<file path="config.mk">
export PLATFORM = sky130hd
export DESIGN_NAME = br_resolver
export DESIGN_NICKNAME = d
export VERILOG_FILES = /design/src/rtl/br_res_pkg.sv /design/src/rtl/br_sign_test.sv /design/src/rtl/br_target_gen.sv /design/src/rtl/br_outcome.sv /design/src/rtl/br_resolver.sv
export SDC_FILE = /design/constraint.sdc
export NUM_CORES = 1
export LEC_CHECK = 0
export CAP_MARGIN = 30
export CORE_AREA = 8 8 187 118
export CTS_BUF_LIST = sky130_fd_sc_hd__clkbuf_4
export CTS_CLUSTER_SIZE = 25
export DETAILED_ROUTE_END_ITERATION = 8
export DIE_AREA = 0 0 195 126
export GPL_TIMING_DRIVEN = 0
export MAX_ROUTING_LAYER = met4
export PLACE_DENSITY_LB_ADDON = 0.3
export SYNTH_ARGS = -nofsm -noshare
export SYNTH_HDL_FRONTEND = slang
export SYNTH_SLANG_ARGS = --single-unit
</file>
<file path="constraint.sdc">
create_clock -name clk -period 4.4 [get_ports clk]
set_clock_uncertainty 0.2 [all_clocks]
set_input_delay 0.66 -clock clk [delete_from_list [all_inputs] [get_ports clk]]
set_output_delay 0.66 -clock clk [all_outputs]
set_load 0.1 [all_outputs]
</file>
<file path="src/rtl/br_res_pkg.sv">
// Package: shared types for the compare-zero branch resolver.
// Assumes: two's-complement operands; fixed 4-byte instruction size.
package br_res_pkg;

    // Condition selector encoding as seen on the cmp_ge_i pin.
    typedef enum logic {
        CMP_LTZ = 1'b0,
        CMP_GEZ = 1'b1
    } cmp_e;

    // Control outcome of one resolved branch.
    typedef struct packed {
        logic pend;
        logic annul;
        logic link_we;
        logic slot_err;
    } outcome_t;

endpackage

</file>
<file path="src/rtl/br_sign_test.sv">
// Module: br_sign_test
// Decides whether a sign-test branch is taken. Only the top bit of the
// operand matters; zero is treated as non-negative.
// Assumes: operand is two's complement of width DATA_W.
module br_sign_test
    import br_res_pkg::*;
#(
    parameter int DATA_W = 64
) (
    input  logic [DATA_W-1:0] operand_i,
    input  cmp_e              cmp_i,
    output logic              taken_o
);
    localparam int SIGN_BIT = DATA_W - 1;

    logic is_neg;

    // Extract sign and apply the selected condition.
    always_comb begin
        is_neg = operand_i[SIGN_BIT];
        unique case (cmp_i)
            CMP_LTZ: taken_o = is_neg;
            CMP_GEZ: taken_o = !is_neg;
            default: taken_o = 1'b0;
        endcase
    end
endmodule

</file>
<file path="src/rtl/br_target_gen.sv">
// Module: br_target_gen
// Produces the taken target (pc + one instruction + scaled offset) and the
// sequential address past the delay slot (pc + two instructions).
// Assumes: arithmetic wraps at ADDR_W bits; INSTR_BYTES is a power of two.
module br_target_gen #(
    parameter int ADDR_W      = 64,
    parameter int OFF_W       = 16,
    parameter int INSTR_BYTES = 4
) (
    input  logic [ADDR_W-1:0] pc_i,
    input  logic [OFF_W-1:0]  offset_i,
    output logic [ADDR_W-1:0] taken_tgt_o,
    output logic [ADDR_W-1:0] seq_tgt_o
);
    localparam int SCALE   = $clog2(INSTR_BYTES);
    localparam int EXT_W   = ADDR_W - OFF_W - SCALE;
    localparam logic [ADDR_W-1:0] STEP1 = ADDR_W'(INSTR_BYTES);
    localparam logic [ADDR_W-1:0] STEP2 = ADDR_W'(2 * INSTR_BYTES);

    logic [ADDR_W-1:0] disp;
    logic [ADDR_W-1:0] next_pc;

    // Sign-extend the word offset and scale it to bytes.
    generate
        if (SCALE > 0) begin : g_scaled
            always_comb disp = {{EXT_W{offset_i[OFF_W-1]}}, offset_i, {SCALE{1'b0}}};
        end else begin : g_unscaled
            always_comb disp = {{EXT_W{offset_i[OFF_W-1]}}, offset_i};
        end
    endgenerate

    // Address of the delay slot and the two candidate targets.
    always_comb begin
        next_pc     = pc_i + STEP1;
        taken_tgt_o = next_pc + disp;
        seq_tgt_o   = pc_i + STEP2;
    end
endmodule

</file>
<file path="src/rtl/br_outcome.sv">
// Module: br_outcome
// Turns the taken decision and the branch qualifiers into the control
// outcome: redirect pending, delay-slot annul, link write, slot error.
// Assumes: a not-taken likely branch has no delay slot.
module br_outcome
    import br_res_pkg::*;
(
    input  logic     taken_i,
    input  logic     likely_i,
    input  logic     link_i,
    input  logic     in_slot_i,
    output outcome_t out_o
);
    logic has_slot;

    // A delay slot follows unless a likely branch falls through.
    always_comb begin
        has_slot        = taken_i || !likely_i;
        out_o.pend      = has_slot;
        out_o.annul     = !has_slot;
        out_o.link_we   = link_i;
        out_o.slot_err  = has_slot && in_slot_i;
    end
endmodule

</file>
<file path="src/rtl/br_resolver.sv">
// Module: br_resolver (top)
// Resolves compare-against-zero branches with one delay slot. A request
// is registered; results are valid for one cycle afterwards, zero otherwise.
// Assumes: synchronous active-low reset; link target is register 31 (fixed
// by the consumer, only the data and enable are produced here).
module br_resolver
    import br_res_pkg::*;
#(
    parameter int ADDR_W      = 64,
    parameter int DATA_W      = 64,
    parameter int OFF_W       = 16,
    parameter int INSTR_BYTES = 4
) (
    input  logic              clk,
    input  logic              rst_n,
    input  logic              br_valid_i,
    input  logic [ADDR_W-1:0] pc_i,
    input  logic [DATA_W-1:0] rs_val_i,
    input  logic [OFF_W-1:0]  offset_i,
    input  logic              cmp_ge_i,
    input  logic              link_i,
    input  logic              likely_i,
    input  logic              in_slot_i,
    output logic              res_valid_o,
    output logic [ADDR_W-1:0] target_o,
    output logic              pend_o,
    output logic              annul_o,
    output logic              link_we_o,
    output logic [ADDR_W-1:0] link_data_o,
    output logic              slot_err_o
);
    localparam logic [ADDR_W-1:0] RET_OFS = ADDR_W'(2 * INSTR_BYTES);

    logic              taken;
    logic [ADDR_W-1:0] taken_tgt;
    logic [ADDR_W-1:0] seq_tgt;
    outcome_t          oc;
    logic [ADDR_W-1:0] tgt_sel;

    br_sign_test #(.DATA_W(DATA_W)) u_test (
        .operand_i (rs_val_i),
        .cmp_i     (cmp_e'(cmp_ge_i)),
        .taken_o   (taken)
    );

    br_target_gen #(
        .ADDR_W      (ADDR_W),
        .OFF_W       (OFF_W),
        .INSTR_BYTES (INSTR_BYTES)
    ) u_tgt (
        .pc_i        (pc_i),
        .offset_i    (offset_i),
        .taken_tgt_o (taken_tgt),
        .seq_tgt_o   (seq_tgt)
    );

    br_outcome u_oc (
        .taken_i   (taken),
        .likely_i  (likely_i),
        .link_i    (link_i),
        .in_slot_i (in_slot_i),
        .out_o     (oc)
    );

    // Choose the fetch address from the decision.
    always_comb tgt_sel = taken ? taken_tgt : seq_tgt;

    // Register the result; idle cycles and reset drive every output to zero.
    always_ff @(posedge clk) begin
        if (!rst_n || !br_valid_i) begin
            res_valid_o <= 1'b0;
            target_o    <= '0;
            pend_o      <= 1'b0;
            annul_o     <= 1'b0;
            link_we_o   <= 1'b0;
            link_data_o <= '0;
            slot_err_o  <= 1'b0;
        end else begin
            res_valid_o <= 1'b1;
            target_o    <= tgt_sel;
            pend_o      <= oc.pend;
            annul_o     <= oc.annul;
            link_we_o   <= oc.link_we;
            link_data_o <= oc.link_we ? seq_tgt : '0;
            slot_err_o  <= oc.slot_err;
        end
    end

    AST_RESULT_LATENCY: assert property (@(posedge clk) disable iff (!rst_n)
        br_valid_i |=> res_valid_o);
    AST_IDLE_QUIET: assert property (@(posedge clk) disable iff (!rst_n)
        !res_valid_o |-> !(pend_o || annul_o || link_we_o || slot_err_o) && target_o == '0);
    AST_ONE_OF_PEND_ANNUL: assert property (@(posedge clk) disable iff (!rst_n)
        res_valid_o |-> (pend_o != annul_o));
    AST_ANNUL_SEQ_TARGET: assert property (@(posedge clk) disable iff (!rst_n)
        annul_o |-> target_o == $past(pc_i) + RET_OFS);
    AST_LINK_RETURN: assert property (@(posedge clk) disable iff (!rst_n)
        link_we_o |-> link_data_o == $past(pc_i) + RET_OFS);
    AST_ERR_NEEDS_SLOT: assert property (@(posedge clk) disable iff (!rst_n)
        slot_err_o |-> $past(in_slot_i) && pend_o);
    AST_ANNUL_NO_ERR: assert property (@(posedge clk) disable iff (!rst_n)
        annul_o |-> !slot_err_o);
endmodule

</file>
* Word level (Yosys, flattened, before mapping)
Cells that the tools add are included.
** Storage, ports and cells
- Word-level logic and storage cells :: 24
- ROM bits :: 0
- Latch bits :: 0
- Bits of input ports :: 151
- RAM bits :: 0
- Flip-flop bits (word level) :: 133
- Output and inout port bits :: 133
- Memories kept :: 0
** Cells by class
- Eq/ne operators :: 0
- Add/subtract/negate cells :: 3
- Shifts and indexed selects :: 0
- Bitwise gates (word level) :: 2
- $lt $le $gt $ge :: 0
- Mux-type cells :: 3
- $mul :: 0
- Reductions and logical operators :: 9
- Divide/modulo/power cells :: 0
** Operators by type and width (number)
- $add A64 B3 Y64 const B :: 1
- $add A64 B4 Y64 const B :: 1
- $add A64 B64 Y64 :: 1
- $mux W64 :: 1
- $logic_not A1 Y1 :: 5
- $logic_or A1 B1 Y1 :: 2
- $not A1 Y1 :: 2
- $pmux W1 S2 :: 1
- $reduce_or A2 Y1 :: 1
- $logic_and A1 B1 Y1 :: 1
- $mux W1 :: 1

* Logic depth before layout (Yosys ltp)
Gate-level depths: netlist of run 1.
- Depth after elaboration :: 4
- Depth in mapped cells :: 14

* Hierarchy
Synthesis of run 1 repeated with hierarchy kept, for this count alone.
** Unflattened totals
- Cell total of the unflattened synthesis :: 1178
- Area total of the unflattened synthesis :: 9965.8 µm²
** By module, submodules not included
- br_target_gen :: cells each 820, area each 5760.5 µm², times used 1, sequential area each 0.0 µm²
- br_resolver :: cells each 352, area each 4157.7 µm², times used 1, sequential area each 2662.6 µm²
- br_outcome :: cells each 5, area each 38.8 µm², times used 1, sequential area each 0.0 µm²
- br_sign_test :: cells each 1, area each 8.8 µm², times used 1, sequential area each 0.0 µm²

* Least setup slack after synthesis of run 1
Ideal clock, no wire load.
- Path type :: input to register
- Start point :: input pc_i[3]
- End point :: register target_o[49]
- Arrival time :: 3339 ps
- Cell stages on the path :: 12
- Data required time :: 4084 ps
- Buffers on the path :: 0
- Library setup time :: 116 ps
- Setup slack :: 745 ps
- Cells stage by stage :: ha_1 -> ha_1 -> fa_1 -> a21o_1 -> a221oi_2 -> o221ai_1 -> a21oi_1 -> o21ai_1 -> o21ai_2 -> nor2_1 -> or4_1 -> and4_1
** On the way
- Cells in the longest elaborated chain, start to end :: 3
- Elaborated cells between the ends (all ways) :: 4
- Classes of those cells :: add/sub (3); mux (1)
** RTL lines
- start: declaration :: line br_resolver.sv:17 : input logic [ADDR_W-1:0] pc_i,
- $add A64 B3 Y64 :: line br_target_gen.sv:34 : next_pc = pc_i + STEP1;
- $add A64 B64 Y64 :: line br_target_gen.sv:35 : taken_tgt_o = next_pc + disp;
- $mux W64 (*) :: line br_resolver.sv:66 : always_comb tgt_sel = taken ? taken_tgt : seq_tgt;
- end signal: assignment :: line br_resolver.sv:80 : target_o <= tgt_sel;
- end: declaration :: line br_resolver.sv:25 : output logic [ADDR_W-1:0] target_o,
Mark *: on every way between the ends. The rest lies on a longest branch, timed or not.
A chain may end at the register's enable or synchronous reset.

* Worst setup path after layout of run 1
Ends and elaborated chain as after synthesis.

==> flow_summary.html, run 1 <==
<table>
<tr><th>Metric</th><th>Value</th></tr>
<tr><th colspan="2">Run status</th></tr>
<tr><td>Status</td><td>finished, final reports clean</td></tr>
<tr><th colspan="2">Synth</th></tr>
<tr><td>FF+latch count, synth</td><td>about 130</td></tr>
<tr><td>Commonest cells in the netlist</td><td>nor2_1 (150), dfxtp_1 (133), ha_1 (122), a21oi_1 (88), nand2_1 (78)</td></tr>
<tr><td>Area share of the leading cell type in the synthesized netlist</td><td>28.68%</td></tr>
<tr><td>Xor and xnor area share after synthesis</td><td>10.47%</td></tr>
<tr><td>Async S/R FF share, synth</td><td>0%</td></tr>
<tr><td>Combinational family with the most area after synthesis</td><td>simple AND/OR/NAND/NOR gates</td></tr>
<tr><td>Cell Area, Synth</td><td>9284 um2</td></tr>
<tr><td>Number of distinct library cells after synthesis</td><td>71</td></tr>
<tr><td>Cell types occupying the most area after synthesis</td><td>dfxtp_1 (29%), ha_1 (16%), nor2_1 (6.1%)</td></tr>
<tr><td>Compound-Gate Fraction of Synth Area</td><td>20.26%</td></tr>
<tr><td>Synthesized netlist cell count</td><td>1,118</td></tr>
<tr><td>Basic-gate share of the synthesized area counting and, or, nand and nor cells</td><td>20.58%</td></tr>
<tr><td>Most instantiated library cell after synthesis</td><td>nor2_1</td></tr>
<tr><td>Adder and majority gate portion of the synthesized area</td><td>between 10% and 20%</td></tr>
<tr><td>Number of synthesized flops with an enable pin</td><td>0</td></tr>
<tr><td>Multiplexer share of the synthesized area</td><td>0.2156%</td></tr>
<tr><td>Library cell with the largest summed area after synthesis</td><td>dfxtp_1</td></tr>
<tr><td>Main flop type after synthesis</td><td>dfxtp_1</td></tr>
<tr><td>Avg Inst Size Synth</td><td>between 8 and 9 um2</td></tr>
<tr><td>Yosys synthesis warning count</td><td>0</td></tr>
<tr><td>Sequential fraction of the synthesis area</td><td>28.68%</td></tr>
<tr><td>Net count of the mapped netlist</td><td>between 1,000 and 1,500</td></tr>
<tr><th colspan="2">STA</th></tr>
<tr><td>Unrepaired setup endpoints after global routing</td><td>no</td></tr>
<tr><td>Period minus WS final</td><td>4.291 ns</td></tr>
<tr><td>Worst Max-Slew Pin Slew</td><td>1.052 ns</td></tr>
<tr><td>Worst relative slew slack</td><td>29.67%</td></tr>
<tr><td>Total count of hold-check failures in the final report</td><td>0</td></tr>
<tr><td>Final count of pins violating max slew</td><td>0</td></tr>
<tr><td>Maximum achievable frequency</td><td>233.0 MHz</td></tr>
<tr><td>Final setup violation count</td><td>0</td></tr>
<tr><td>Fin crit share</td><td>97.53%</td></tr>
<tr><th colspan="2">Die</th></tr>
<tr><td>Area of the placeable core</td><td>19,420 um2</td></tr>
<tr><td>Height of the die</td><td>126 um</td></tr>
<tr><td>Initial Utilization</td><td>a little under half</td></tr>
<tr><td>Total number of placement rows</td><td>40</td></tr>
<tr><td>Io pins</td><td>284</td></tr>
<tr><td>Die Outline Area</td><td>24,570 um2</td></tr>
<tr><td>X dimension of the die</td><td>slightly below 200 um</td></tr>
<tr><th colspan="2">Run</th></tr>
<tr><td>Max-cap viol count</td><td>0</td></tr>
<tr><th colspan="2">Critical path</th></tr>
<tr><td>Category of the worst setup path launch point</td><td>primary input</td></tr>
<tr><td>Highest net fanout along the worst path</td><td>5</td></tr>
<tr><td>Critical setup path kind</td><td>primary input to flip-flop</td></tr>
<tr><td>Critical Path RT</td><td>4.74 ns</td></tr>
<tr><td>Cell family with most CP delay</td><td>compound AO/OA/AOI/OAI gates</td></tr>
<tr><td>Kind of capture point of the worst setup path</td><td>flip-flop</td></tr>
<tr><td>WP buf/inv</td><td>1</td></tr>
<tr><td>Cell type of the slowest stage on the worst timing path</td><td>clkdlybuf4s50_1</td></tr>
<tr><td>CP most frequent cell</td><td>ha_1</td></tr>
<tr><td>Peak per-stage delay on the critical path</td><td>0.53 ns</td></tr>
<tr><td>Crit-path cells</td><td>clkdlybuf4s50_1, ha_1, ha_1, fa_1, a21o_1, a221oi_2, o221ai_1, a21oi_1, o21ai_1, o21ai_2, nor2_1, or4_1, and4_1</td></tr>
<tr><td>Critical path data arrival time</td><td>approximately 4.6 ns</td></tr>
<tr><th colspan="2">Placement</th></tr>
<tr><td>Input/output buffers</td><td>220</td></tr>
<tr><td>RD Place Congestion</td><td>0.9773</td></tr>
<tr><td>Cells after DPL</td><td>1,606</td></tr>
<tr><td>Placed inst area</td><td>12,210 um2</td></tr>
<tr><td>Sum of net half-perimeters after detailed placement</td><td>30,520 um</td></tr>
<tr><th colspan="2">Drt</th></tr>
<tr><td>Antenna Violating Nets Remaining</td><td>0</td></tr>
<tr><td>Drt total wl</td><td>37,480 um</td></tr>
<tr><td>Detail-routed net length per standard cell</td><td>~23 um</td></tr>
<tr><td>Total via count after detailed routing</td><td>9,791</td></tr>
<tr><td>Total iterations of the first detailed-routing run</td><td>8</td></tr>
<tr><td>Drt drc</td><td>0</td></tr>
<tr><td>Average vias per placed instance</td><td>5.970</td></tr>
<tr><td>Number of DRC markers after the initial detailed-route iteration</td><td>~1,300</td></tr>
<tr><th colspan="2">Layout</th></tr>
<tr><td>P&amp;R area growth vs syn</td><td>35.43%</td></tr>
<tr><td>Layout Nets</td><td>1,650</td></tr>
<tr><td>Area used by sequential logic in the layout</td><td>2663 um2</td></tr>
<tr><td>Design Area, Final</td><td>12,570 um2</td></tr>
<tr><td>Number of fill cells</td><td>1,656</td></tr>
<tr><td>Share of cells above drive strength 1</td><td>6.273%</td></tr>
<tr><td>Final non-filler cell total</td><td>between 1,500 and 2,000</td></tr>
<tr><td>Multi-input gate area</td><td>6337 um2</td></tr>
<tr><th colspan="2">Clock network</th></tr>
<tr><td>Maximum root-to-sink buffer count</td><td>2</td></tr>
<tr><td>TritonCTS clock tree</td><td>done</td></tr>
<tr><td>CTS buffer count</td><td>17</td></tr>
<tr><td>Post-CTS Repair Setup Buffers</td><td>0</td></tr>
<tr><td>CTS clock-pin slew for the worst setup and hold paths</td><td>0.13 ns</td></tr>
<tr><td>Total number of H-tree levels</td><td>4</td></tr>
<tr><td>Root buffer selected by CTS</td><td>clkbuf_4</td></tr>
<tr><td>Number of hold buffers added after cts</td><td>0</td></tr>
<tr><td>Clk sink count</td><td>between 100 and 150</td></tr>
<tr><th colspan="2">Global routing</th></tr>
<tr><td>Maximum number of pins on one net before global-route repair</td><td>39</td></tr>
<tr><td>Global-route wire length before repair</td><td>56,460 um</td></tr>
<tr><td>Overflow left after global routing</td><td>0</td></tr>
<tr><td>GRT Total Usage</td><td>approximately 30%</td></tr>
<tr><td>Number of antenna violations at the first check in global routing</td><td>1</td></tr>
<tr><td>Vias in the first global route</td><td>about 9,200</td></tr>
<tr><th colspan="2">Power and ir drop</th></tr>
<tr><td>PwrDens</td><td>around 330 nW/um2</td></tr>
<tr><td>Post-route total power</td><td>4.099 mW</td></tr>
<tr><td>VDD IR-drop max</td><td>0.2134 mV</td></tr>
<tr><td>Leakage component of the power</td><td>5.172 nW</td></tr>
<tr><th colspan="2">Hold path</th></tr>
<tr><td>Hold/Removal Path Class</td><td>primary input to flip-flop</td></tr>
</table>
==> timing repair <==
action,CTS,global route
setup endpoints to repair,0,1
resized for setup,0,1
hold endpoints to repair,0,0
==> cell families (layout without fill, tap and decap cells) <==
logic type	count (synthesis)	after routing
fa+ha+maj	123	123
mux	2	2
other cells	0	1
flops	133	133
buf+inv	71	340
simple gates	397	397
compound gates	281	281
xor+xnor	111	111
==> sequential cells by signal, summed over array words and instances, names as in the netlist <==
signal and cells:
annul_o 1, link_data_o 64, link_we_o 1, pend_o 1, res_valid_o 1, slot_err_o 1, target_o 64
==> layout by cell type, fill, tap and decap left out, drive strengths merged, types with 12 or more instances in the layout <==
cell type,instances
inv,26
a21o,29
nor3,15
a211oi,20
o22ai,19
o21a,18
and2,19
nand2,78
buf,34
and3,29
xor2,47
nand4,33
o21ai,33
clkbuf,51
nand3,38
xnor2,64
nor2,150
dfxtp,133
ha,122
a21oi,88
o21bai,12
clkdlybuf4s50,219
==> metal layers <==
layer | wire (um) | vias up | global-route usage (%)
met5 | 0 | - | -
met4 | 571 | 0 | 6.838
met3 | 4046 | 49 | 9.973
met2 | 14390 | 549 | 39.88
met1 | 18470 | 4616 | 44.18
li1 | - | 4577 | -
==> metrics by stage <==
stage                     TNS (ns)  util, %  setup slack (ns)  hold slack (ns)
final                            0    64.75            0.1087           0.4518
after global routing             0    64.75           0.04206           0.4154
after CTS                        0    64.36           0.08354           0.4380
after detailed placement    -4.136    62.86           -0.5549            1.085
after global placement      -53.02    60.77            -1.711            1.063
after floorplan                  0        -            0.7452           0.5324
==> cell type report <==
cell class | count | share of cell area, %
multi-input combinational | 914 | 50.40
timing repair buffer | 239 | 21.27
sequential | 133 | 21.18
tap | 252 | 2.508
buffer | 47 | 1.602
clock inverter | 12 | 1.234
clock buffer | 18 | 1.075
inverter | 24 | 0.7165
antenna | 1 | 0.01990
==> power by group <==
part	leakage [nW]	switching, mW	internal (mW)	total, mW
clock	0.155	0.508	0.395	0.903
sequential	1.09	0.0184	1.27	1.29
combinational	3.93	1.30	0.612	1.91
==> path summary, 6_finish.rpt <==
check / startpoint / endpoint / slack [ns] / depth (start not counted)
min: in_slot_i / slot_err_o / 0.45 / 2
max: pc_i[3] / target_o[49] / 0.11 / 13
(Power assumes the default switching activity.)
==> inputs of run 2 (changes only) <==
--- a/config.mk
+++ b/config.mk
@@ -6,14 +6,17 @@
 export NUM_CORES = 1
 export LEC_CHECK = 0
 export CAP_MARGIN = 30
-export CORE_AREA = 8 8 187 118
+export CELL_PAD_IN_SITES_DETAIL_PLACEMENT = 1
+export CELL_PAD_IN_SITES_GLOBAL_PLACEMENT = 2
+export CORE_AREA = 8 8 258 161
 export CTS_BUF_LIST = sky130_fd_sc_hd__clkbuf_4
 export CTS_CLUSTER_SIZE = 25
 export DETAILED_ROUTE_END_ITERATION = 8
-export DIE_AREA = 0 0 195 126
+export DIE_AREA = 0 0 266 169
 export GPL_TIMING_DRIVEN = 0
 export MAX_ROUTING_LAYER = met4
 export PLACE_DENSITY_LB_ADDON = 0.3
+export SKIP_LAST_GASP = 1
 export SYNTH_ARGS = -nofsm -noshare
 export SYNTH_HDL_FRONTEND = slang
 export SYNTH_SLANG_ARGS = --single-unit
==> constraint.sdc (replaced) <==
create_clock -name clk -period 3.8 [get_ports clk]
set_clock_uncertainty 0.2 [all_clocks]
set_input_delay 0.57 -clock clk [delete_from_list [all_inputs] [get_ports clk]]
set_output_delay 0.57 -clock clk [all_outputs]
set_load 0.1 [all_outputs]
==> run 2 against run 1 <==
Compared with the run above: combinational power rose by 20%; critical path depth rose by 1; count of clock-buffer cells in the layout fell by 1; largest cell class unchanged; die area rose by 83%.
==> flow_summary.html, run 2 (same netlist as run 1, synthesis figures left out) <==
<table>
<tr><th>Metric</th><th>Value</th></tr>
<tr><th colspan="2">Layout</th></tr>
<tr><td>Share of cells above drive strength 1</td><td>8.608% (+2.3 points)</td></tr>
<tr><td>Number of fill cells</td><td>4,474 (+170%)</td></tr>
<tr><td>P&amp;R area growth vs syn</td><td>41.24%</td></tr>
<tr><td>Design Area, Final</td><td>13,110 um2 (+4.3%)</td></tr>
<tr><td>Most common cell after layout, fill and taps aside</td><td>clkdlybuf4s50_1</td></tr>
<tr><td>Commonest cells after routing, fill and taps aside</td><td>clkdlybuf4s50_1 (208), nor2_1 (149), dfxtp_1 (133), ha_1 (119), a21oi_1 (86)</td></tr>
<tr><td>Multi-input gate area</td><td>6536 um2 (+3.1%)</td></tr>
<tr><td>Layout Nets</td><td>1,655 (+0.30%)</td></tr>
<tr><td>Area used by sequential logic in the layout</td><td>2663 um2 (unchanged)</td></tr>
<tr><td>Registers with the most flip-flops</td><td>link_data_o x64, target_o x64</td></tr>
<tr><th colspan="2">Drt</th></tr>
<tr><td>Drt drc</td><td>0 (unchanged)</td></tr>
<tr><td>Antenna Violating Nets Remaining</td><td>0 (unchanged)</td></tr>
<tr><td>Total iterations of the first detailed-routing run</td><td>5 (-3)</td></tr>
<tr><td>Average vias per placed instance</td><td>4.974 (-17%)</td></tr>
<tr><td>Drt total wl</td><td>43,100 um (+15%)</td></tr>
<tr><td>Detail-routed net length per standard cell</td><td>22.46 um (-1.7%)</td></tr>
<tr><td>Number of DRC markers after the initial detailed-route iteration</td><td>608 (-52%)</td></tr>
<tr><td>Total via count after detailed routing</td><td>9,545 (-2.5%)</td></tr>
<tr><th colspan="2">Clock network</th></tr>
<tr><td>Maximum root-to-sink buffer count</td><td>2 (unchanged)</td></tr>
<tr><td>CTS clock-pin slew for the worst setup and hold paths</td><td>0.13 ns (about the same)</td></tr>
<tr><td>CTS buffer count</td><td>17 (unchanged)</td></tr>
<tr><td>Clk sink count</td><td>133 (unchanged)</td></tr>
<tr><td>Root buffer selected by CTS</td><td>clkbuf_4</td></tr>
<tr><td>Number of hold buffers added after cts</td><td>0 (unchanged)</td></tr>
<tr><td>Total number of H-tree levels</td><td>4 (unchanged)</td></tr>
<tr><td>TritonCTS clock tree</td><td>done</td></tr>
<tr><th colspan="2">Critical path</th></tr>
<tr><td>Highest net fanout along the worst path</td><td>6 (+1)</td></tr>
<tr><td>Category of the worst setup path launch point</td><td>primary input</td></tr>
<tr><td>Critical Path RT</td><td>4.08 ns (-0.66 ns)</td></tr>
<tr><td>Cell type of the slowest stage on the worst timing path</td><td>clkdlybuf4s50_1</td></tr>
<tr><td>Critical path data arrival time</td><td>4.02 ns (-0.61 ns)</td></tr>
<tr><td>CP most frequent cell</td><td>buf_4</td></tr>
<tr><td>Kind of capture point of the worst setup path</td><td>flip-flop</td></tr>
<tr><td>Critical setup path kind</td><td>primary input to flip-flop</td></tr>
<tr><td>Peak per-stage delay on the critical path</td><td>0.52 ns (about the same)</td></tr>
<tr><td>Crit-path cells</td><td>clkdlybuf4s50_1, ha_1, ha_2, nand2_2, nor4_4, inv_1, a2111oi_4, nor3b_2, buf_4, buf_4, o21ba_4, o41ai_2, xnor2_1, o22ai_1</td></tr>
<tr><th colspan="2">Die</th></tr>
<tr><td>Height of the die</td><td>169 um (+34%)</td></tr>
<tr><td>Total number of placement rows</td><td>56 (+40%)</td></tr>
<tr><td>Initial Utilization</td><td>24.45% (-23 points)</td></tr>
<tr><td>Area of the placeable core</td><td>37,980 um2 (+96%)</td></tr>
<tr><td>Die Outline Area</td><td>44,950 um2 (+83%)</td></tr>
<tr><td>X dimension of the die</td><td>266 um (+36%)</td></tr>
<tr><td>Io pins</td><td>284 (unchanged)</td></tr>
<tr><th colspan="2">STA</th></tr>
<tr><td>Period minus WS final</td><td>3.733 ns</td></tr>
<tr><td>Accumulated negative setup slack</td><td>0 ns (unchanged)</td></tr>
<tr><td>Final setup violation count</td><td>0 (unchanged)</td></tr>
<tr><td>Final count of pins violating max slew</td><td>0 (unchanged)</td></tr>
<tr><td>Fin crit share</td><td>98.22%</td></tr>
<tr><td>Minimum hold slack</td><td>0.2118 ns (-0.2399 ns)</td></tr>
<tr><td>Worst relative slew slack</td><td>30.32% (+0.65 points)</td></tr>
<tr><td>Worst Max-Slew Pin Slew</td><td>1.042 ns (-0.009783 ns)</td></tr>
<tr><td>Maximum achievable frequency</td><td>267.9 MHz</td></tr>
<tr><td>Total count of hold-check failures in the final report</td><td>0 (unchanged)</td></tr>
<tr><td>Unrepaired setup endpoints after global routing</td><td>no</td></tr>
<tr><th colspan="2">Placement</th></tr>
<tr><td>Input/output buffers</td><td>220 (unchanged)</td></tr>
<tr><td>Sum of net half-perimeters after detailed placement</td><td>35,320 um (+16%)</td></tr>
<tr><td>RD Place Congestion</td><td>0.8814 (-9.8%)</td></tr>
<tr><td>Placed inst area</td><td>12,490 um2 (+2.3%)</td></tr>
<tr><th colspan="2">Global routing</th></tr>
<tr><td>Overflow left after global routing</td><td>0 (unchanged)</td></tr>
<tr><td>Number of antenna violations at the first check in global routing</td><td>2 (+1)</td></tr>
<tr><td>Global-route wire length before repair</td><td>64,100 um (+14%)</td></tr>
<tr><td>GRT Total Usage</td><td>19.22% (-11 points)</td></tr>
<tr><td>Vias in the first global route</td><td>9,897 (+7.8%)</td></tr>
<tr><td>Maximum number of pins on one net before global-route repair</td><td>40 (+2.6%)</td></tr>
<tr><th colspan="2">Hold path</th></tr>
<tr><td>Hold/Removal Path Class</td><td>primary input to flip-flop</td></tr>
<tr><th colspan="2">Power and ir drop</th></tr>
<tr><td>VDD IR-drop max</td><td>0.1716 mV (-20%)</td></tr>
<tr><td>Leakage component of the power</td><td>5.311 nW (+2.7%)</td></tr>
<tr><td>PwrDens</td><td>368.8 nW/um2 (+13%)</td></tr>
<tr><th colspan="2">Run status</th></tr>
<tr><td>Status</td><td>finished, final reports clean</td></tr>
<tr><th colspan="2">Run</th></tr>
<tr><td>Max-cap viol count</td><td>0 (unchanged)</td></tr>
</table>
==> run 2: changes by cell type in the layout (fill, tap and decap cells not counted), moves of 3 or more <==
cell	delta
ha_2	+3
dlymetal6s2s_1	+8
buf_16	-4
dlygate4sd2_1	+3
clkdlybuf4s50_1	-11
ha_1	-3
o21ai_0	-4
clkbuf_1	-3
buf_4	+13
==> run 2: final cells by class <==
| type | count | share of cell area [%] |
|---|---|---|
| inverter | 24 | 0.6870 |
| clock inverter | 15 | 1.193 |
| antenna | 3 | 0.05725 |
| buffer | 44 | 1.450 |
| clock buffer | 17 | 0.9733 |
| sequential | 133 | 20.31 |
| multi-input combinational | 914 | 49.85 |
| timing repair buffer | 247 | 20.51 |
| tap | 522 | 4.981 |
==> run 2: power breakdown <==
group          leakage [nW]  switching (mW)  internal [mW]
Sequential             1.09          0.0230           1.47
Combinational          4.07            1.56          0.730
Clock                 0.155           0.657          0.396
Total                  5.31            2.24           2.60
==> run 2: per-layer routing <==
metal | up-vias | wire length (um) | track usage (%)
li1 | 4586 | - | -
met1 | 4707 | 22890 | 27.89
met2 | 226 | 17760 | 27.44
met3 | 26 | 1995 | 3.797
met4 | 0 | 444 | 3.344
met5 | - | 0 | -
==> run 2: through the flow <==
step	util [%]	instances	worst slack [ns]	power [mW]
floorplan	-	1118	0.2352	2.987
global placement	31.96	1860	-2.631	3.664
detailed placement	32.89	1874	-1.158	3.717
CTS	33.92	1909	-0.04019	4.818
global route	34.53	1919	0.01328	5.095
finish	34.53	1919	0.06746	4.836
==> run 2: final timing paths <==
| kind | startpoint | to | slack, ns | cells after the start |
|---|---|---|---|---|
| worst max-delay path | pc_i[19] | target_o[62] | 0.07 | 14 |
| worst min-delay path | pc_i[12] | link_data_o[12] | 0.21 | 3 |
==> run 2: timing repair <==
item / CTS / global route
pin swaps: 4 / 10
resized for setup: 17 / 37
setup endpoints to repair: 31 / 21
buffers inserted: 4 / 8
cloned: 0 / 1
==> run 2: critical path, delay by kind of cell <==
| kind | cells | cell delay, ns |
|---|---|---|
| XOR/XNOR | 1 | 0.21 |
| buffers and inverters | 4 | 0.95 |
| AND/OR/NAND/NOR | 3 | 0.53 |
| adder cells (fa/ha/maj) | 2 | 0.78 |
| AO/OA/AOI/OAI | 4 | 0.96 |
==> inputs of run 3 (changes only) <==
--- a/config.mk
+++ b/config.mk
@@ -8,11 +8,12 @@
 export CAP_MARGIN = 30
 export CELL_PAD_IN_SITES_DETAIL_PLACEMENT = 1
 export CELL_PAD_IN_SITES_GLOBAL_PLACEMENT = 2
-export CORE_AREA = 8 8 258 161
+export CORE_AREA = 2 2 217 133
 export CTS_BUF_LIST = sky130_fd_sc_hd__clkbuf_4
 export CTS_CLUSTER_SIZE = 25
 export DETAILED_ROUTE_END_ITERATION = 8
-export DIE_AREA = 0 0 266 169
+export DIE_AREA = 0 0 219 135
+export DONT_BUFFER_PORTS = 1
 export GPL_TIMING_DRIVEN = 0
 export MAX_ROUTING_LAYER = met4
 export PLACE_DENSITY_LB_ADDON = 0.3
==> constraint.sdc (replaced) <==
create_clock -name clk -period 3 [get_ports clk]
set_clock_uncertainty 0.2 [all_clocks]
set_input_delay 0.45 -clock clk [delete_from_list [all_inputs] [get_ports clk]]
set_output_delay 0.45 -clock clk [all_outputs]
set_load 0.1 [all_outputs]
==> run 3 against run 2 <==
Compared with the run above: the flow now finishes with violations (negative setup slack); wire length shrank 8.5%; setup slack got worse by 0.085 ns; non-clock buffer count is 132 lower; utilization up 7.5 points; final cell count shrank 15%; design area down 12%; clock power rose by 4%; sequential share of layout area increased by 2.8 points.
==> flow_summary.html, run 3 (same netlist as run 1, synthesis figures left out) <==
<table>
<tr><th>Metric</th><th>Value</th></tr>
<tr><th colspan="2">Run status</th></tr>
<tr><td>Status</td><td>complete, but fails checks</td></tr>
<tr><td>Failing checks</td><td>negative setup slack</td></tr>
<tr><th colspan="2">Global routing</th></tr>
<tr><td>Maximum number of pins on one net before global-route repair</td><td>48 (+20%)</td></tr>
<tr><td>Global-route wire length before repair</td><td>58,670 um (-8.5%)</td></tr>
<tr><td>Vias in the first global route</td><td>9,292 (-6.1%)</td></tr>
<tr><td>GRT Total Usage</td><td>27.41% (+8.2 points)</td></tr>
<tr><td>Number of antenna violations at the first check in global routing</td><td>3 (+1)</td></tr>
<tr><td>Overflow left after global routing</td><td>0 (unchanged)</td></tr>
<tr><th colspan="2">Placement</th></tr>
<tr><td>Placed inst area</td><td>9928 um2 (-21%)</td></tr>
<tr><td>DP Worst Slack</td><td>-0.9316 ns (+0.2259 ns)</td></tr>
<tr><td>Input/output buffers</td><td>0 (-100%)</td></tr>
<tr><td>Cells after DPL</td><td>1,486 (-21%)</td></tr>
<tr><td>RD Place Congestion</td><td>0.8935 (+1.4%)</td></tr>
<tr><td>Sum of net half-perimeters after detailed placement</td><td>30,610 um (-13%)</td></tr>
<tr><th colspan="2">Layout</th></tr>
<tr><td>Layout Nets</td><td>1,523 (-8.0%)</td></tr>
<tr><td>Most common cell after layout, fill and taps aside</td><td>nor2_1</td></tr>
<tr><td>P&amp;R area growth vs syn</td><td>24.02%</td></tr>
<tr><td>Final core area utilization</td><td>42.01% (+7.5 points)</td></tr>
<tr><td>Share of cells above drive strength 1</td><td>10.95% (+2.3 points)</td></tr>
<tr><td>Design Area, Final</td><td>11,510 um2 (-12%)</td></tr>
<tr><td>Registers with the most flip-flops</td><td>link_data_o x64, target_o x64</td></tr>
<tr><td>Commonest cells after routing, fill and taps aside</td><td>nor2_1 (149), dfxtp_1 (133), ha_1 (109), dlygate4sd3_1 (99), a21oi_1 (83)</td></tr>
<tr><td>Final non-filler cell total</td><td>1,628 (-15%)</td></tr>
<tr><td>Number of fill cells</td><td>3,267 (-27%)</td></tr>
<tr><th colspan="2">Critical path</th></tr>
<tr><td>Kind of capture point of the worst setup path</td><td>flip-flop</td></tr>
<tr><td>Critical Path RT</td><td>3.27 ns (-0.81 ns)</td></tr>
<tr><td>Critical setup path kind</td><td>primary input to flip-flop</td></tr>
<tr><td>Crit-path cells</td><td>ha_1, ha_1, a21oi_1, nor2b_2, a221oi_4, buf_4, a2111oi_4, nor3b_4, buf_4, o21ba_4, o41ai_4, xnor2_2, o22ai_2</td></tr>
<tr><td>Peak per-stage delay on the critical path</td><td>0.40 ns (-0.12 ns)</td></tr>
<tr><td>Cell type of the slowest stage on the worst timing path</td><td>o41ai_4</td></tr>
<tr><td>Highest net fanout along the worst path</td><td>6 (unchanged)</td></tr>
<tr><td>Critical path data arrival time</td><td>3.29 ns (-0.73 ns)</td></tr>
<tr><td>Worst setup path startpoint</td><td>pc_i[9]</td></tr>
<tr><td>Category of the worst setup path launch point</td><td>primary input</td></tr>
<tr><th colspan="2">Clock network</th></tr>
<tr><td>Clk sink count</td><td>133 (unchanged)</td></tr>
<tr><td>Root buffer selected by CTS</td><td>clkbuf_4</td></tr>
<tr><td>CTS clock-pin slew for the worst setup and hold paths</td><td>0.12 ns (about the same)</td></tr>
<tr><td>TritonCTS clock tree</td><td>done</td></tr>
<tr><td>CTS buffer count</td><td>17 (unchanged)</td></tr>
<tr><td>Total number of H-tree levels</td><td>4 (unchanged)</td></tr>
<tr><td>Maximum root-to-sink buffer count</td><td>2 (unchanged)</td></tr>
<tr><th colspan="2">Die</th></tr>
<tr><td>X dimension of the die</td><td>219 um (-18%)</td></tr>
<tr><td>Die Outline Area</td><td>29,570 um2 (-34%)</td></tr>
<tr><td>Height of the die</td><td>135 um (-20%)</td></tr>
<tr><td>Initial Utilization</td><td>33.88% (+9.4 points)</td></tr>
<tr><td>Io pins</td><td>284 (unchanged)</td></tr>
<tr><td>Area of the placeable core</td><td>27,400 um2 (-28%)</td></tr>
<tr><td>Total number of placement rows</td><td>47 (-16%)</td></tr>
<tr><th colspan="2">STA</th></tr>
<tr><td>Unrepaired setup endpoints after global routing</td><td>yes</td></tr>
<tr><td>Worst-case setup margin in the final layout</td><td>-0.01715 ns (-0.08461 ns)</td></tr>
<tr><td>Period minus WS final</td><td>3.017 ns</td></tr>
<tr><td>Worst Max-Slew Pin Slew</td><td>1.042 ns (+0.0003949 ns)</td></tr>
<tr><td>Fin crit share</td><td>100.6%</td></tr>
<tr><td>Maximum achievable frequency</td><td>331.4 MHz</td></tr>
<tr><td>Final setup violation count</td><td>1 (+1)</td></tr>
<tr><td>Accumulated negative setup slack</td><td>-0.01715 ns (-0.01715 ns)</td></tr>
<tr><td>Final count of pins violating max slew</td><td>0 (unchanged)</td></tr>
<tr><td>Total count of hold-check failures in the final report</td><td>0 (unchanged)</td></tr>
<tr><td>Worst relative slew slack</td><td>30.42% (+0.096 points)</td></tr>
<tr><th colspan="2">Drt</th></tr>
<tr><td>Drt drc</td><td>0 (unchanged)</td></tr>
<tr><td>Total iterations of the first detailed-routing run</td><td>5 (unchanged)</td></tr>
<tr><td>Drt total wl</td><td>39,430 um (-8.5%)</td></tr>
<tr><td>Antenna Violating Nets Remaining</td><td>0 (unchanged)</td></tr>
<tr><td>Detail-routed net length per standard cell</td><td>24.22 um (+7.8%)</td></tr>
<tr><td>Number of DRC markers after the initial detailed-route iteration</td><td>772 (+27%)</td></tr>
<tr><td>Average vias per placed instance</td><td>5.666 (+14%)</td></tr>
<tr><td>Total via count after detailed routing</td><td>9,225 (-3.4%)</td></tr>
<tr><th colspan="2">Power and ir drop</th></tr>
<tr><td>Relative contribution of sequential cells to total power</td><td>46.4% (+15 points)</td></tr>
<tr><td>Internal portion of total power</td><td>2.951 mW (+14%)</td></tr>
<tr><td>Leakage component of the power</td><td>4.706 nW (-11%)</td></tr>
<tr><td>Clock share of power</td><td>19.3% (-2.5 points)</td></tr>
<tr><td>Net Sw Power</td><td>2.692 mW (+20%)</td></tr>
<tr><td>Switch share</td><td>47.71% (+1.4 points)</td></tr>
<tr><td>PwrDens</td><td>490.1 nW/um2 (+33%)</td></tr>
<tr><td>VDD IR-drop max</td><td>0.2854 mV (+66%)</td></tr>
<tr><td>Fraction of power consumed by combinational cells</td><td>34.4% (-13 points)</td></tr>
<tr><th colspan="2">Hold path</th></tr>
<tr><td>Number of instances on the worst hold path</td><td>5 (+2)</td></tr>
<tr><td>Launch instance of the worst min-delay path</td><td>pc_i[17]</td></tr>
<tr><td>Hold/Removal Path Class</td><td>primary input to flip-flop</td></tr>
<tr><td>End point of the most critical hold path</td><td>link_data_o[28]</td></tr>
<tr><th colspan="2">Run</th></tr>
<tr><td>Max-cap viol count</td><td>0 (unchanged)</td></tr>
</table>
run 3: changes by cell type in the layout (fill, tap and decap cells not counted), moves of 4 or more:
cell | before | now
clkdlybuf4s50_1 | 208 | 0
ha_4 | 0 | 8
dlymetal6s2s_1 | 8 | 0
ha_1 | 119 | 109
buf_16 | 12 | 0
buf_2 | 9 | 5
dlygate4sd3_1 | 0 | 99
run 3: critical path, delay by kind of cell:
kind / cells / cell delay [ns]
compound gates: 6 / 1.38
xor+xnor: 1 / 0.19
fa+ha+maj: 2 / 0.66
simple gates: 2 / 0.28
buf+inv: 2 / 0.33
run 3: repair_timing:
action	4_1_cts	5_1_grt
endpoints found under the hold margin	124	0
pin swaps	4	20
buffers inserted	1	16
hold buffers	99	0
resized for setup	11	43
endpoints found under the setup margin	16	27
run 3: layout make-up:
cell class / count / area [um2] / share of cell area [%]
multi-input cells: 914 / 6751 / 58.64
flip-flops and latches: 133 / 2663 / 23.13
repair buffers: 117 / 1124 / 9.759
well taps: 367 / 459.2 / 3.988
plain buffers: 42 / 207.7 / 1.804
clock buffers: 17 / 127.6 / 1.108
inverters: 24 / 90.09 / 0.7824
clock inverters: 13 / 88.84 / 0.7716
diodes: 1 / 2.502 / 0.02173
run 3: how the worst max path moves through the flow:
| stage | to | slack (ns) | cells past startpoint |
|---|---|---|---|
| floorplan | target_o[49] | -0.31 | 12 |
| global placement | target_o[34] | -1.03 | 9 |
| detailed placement | target_o[57] | -0.93 | 12 |
| CTS | target_o[41] | -0.01 | 12 |
| global route | target_o[62] | -0.06 | 13 |
| finish | target_o[62] | -0.02 | 13 |
run 3: metal layers:
layer  share of wire (%)  vias up  track usage [%]  wire (um)
li1                    -     4325                -          -
met3                 7.5       41            5.698       2971
met2                  40      327            37.01      15800
met4                 1.5        0            6.719        584
met1                  51     4532            40.75      20070
met5                   0        -                -          0
run 3: per-stage QoR:
stage          hold slack [ns]  total power, mW
2_1_floorplan           0.3224            3.835
4_1_cts               0.001235            5.567
5_1_grt                0.05206            5.952
3_5_place_dp            0.3262            4.316
6_report               0.06588            5.643
3_3_place_gp            0.3274            4.298
run 3: power by group through the flow:
stage | Combinational (mW) | Sequential, mW | Clock [mW]
floorplan | 1.20 | 2.64 | 0
global placement | 1.64 | 2.66 | 0
detailed placement | 1.66 | 2.66 | 0
CTS | 1.82 | 2.62 | 1.13
global route | 2.12 | 2.63 | 1.21
finish | 1.94 | 2.62 | 1.09
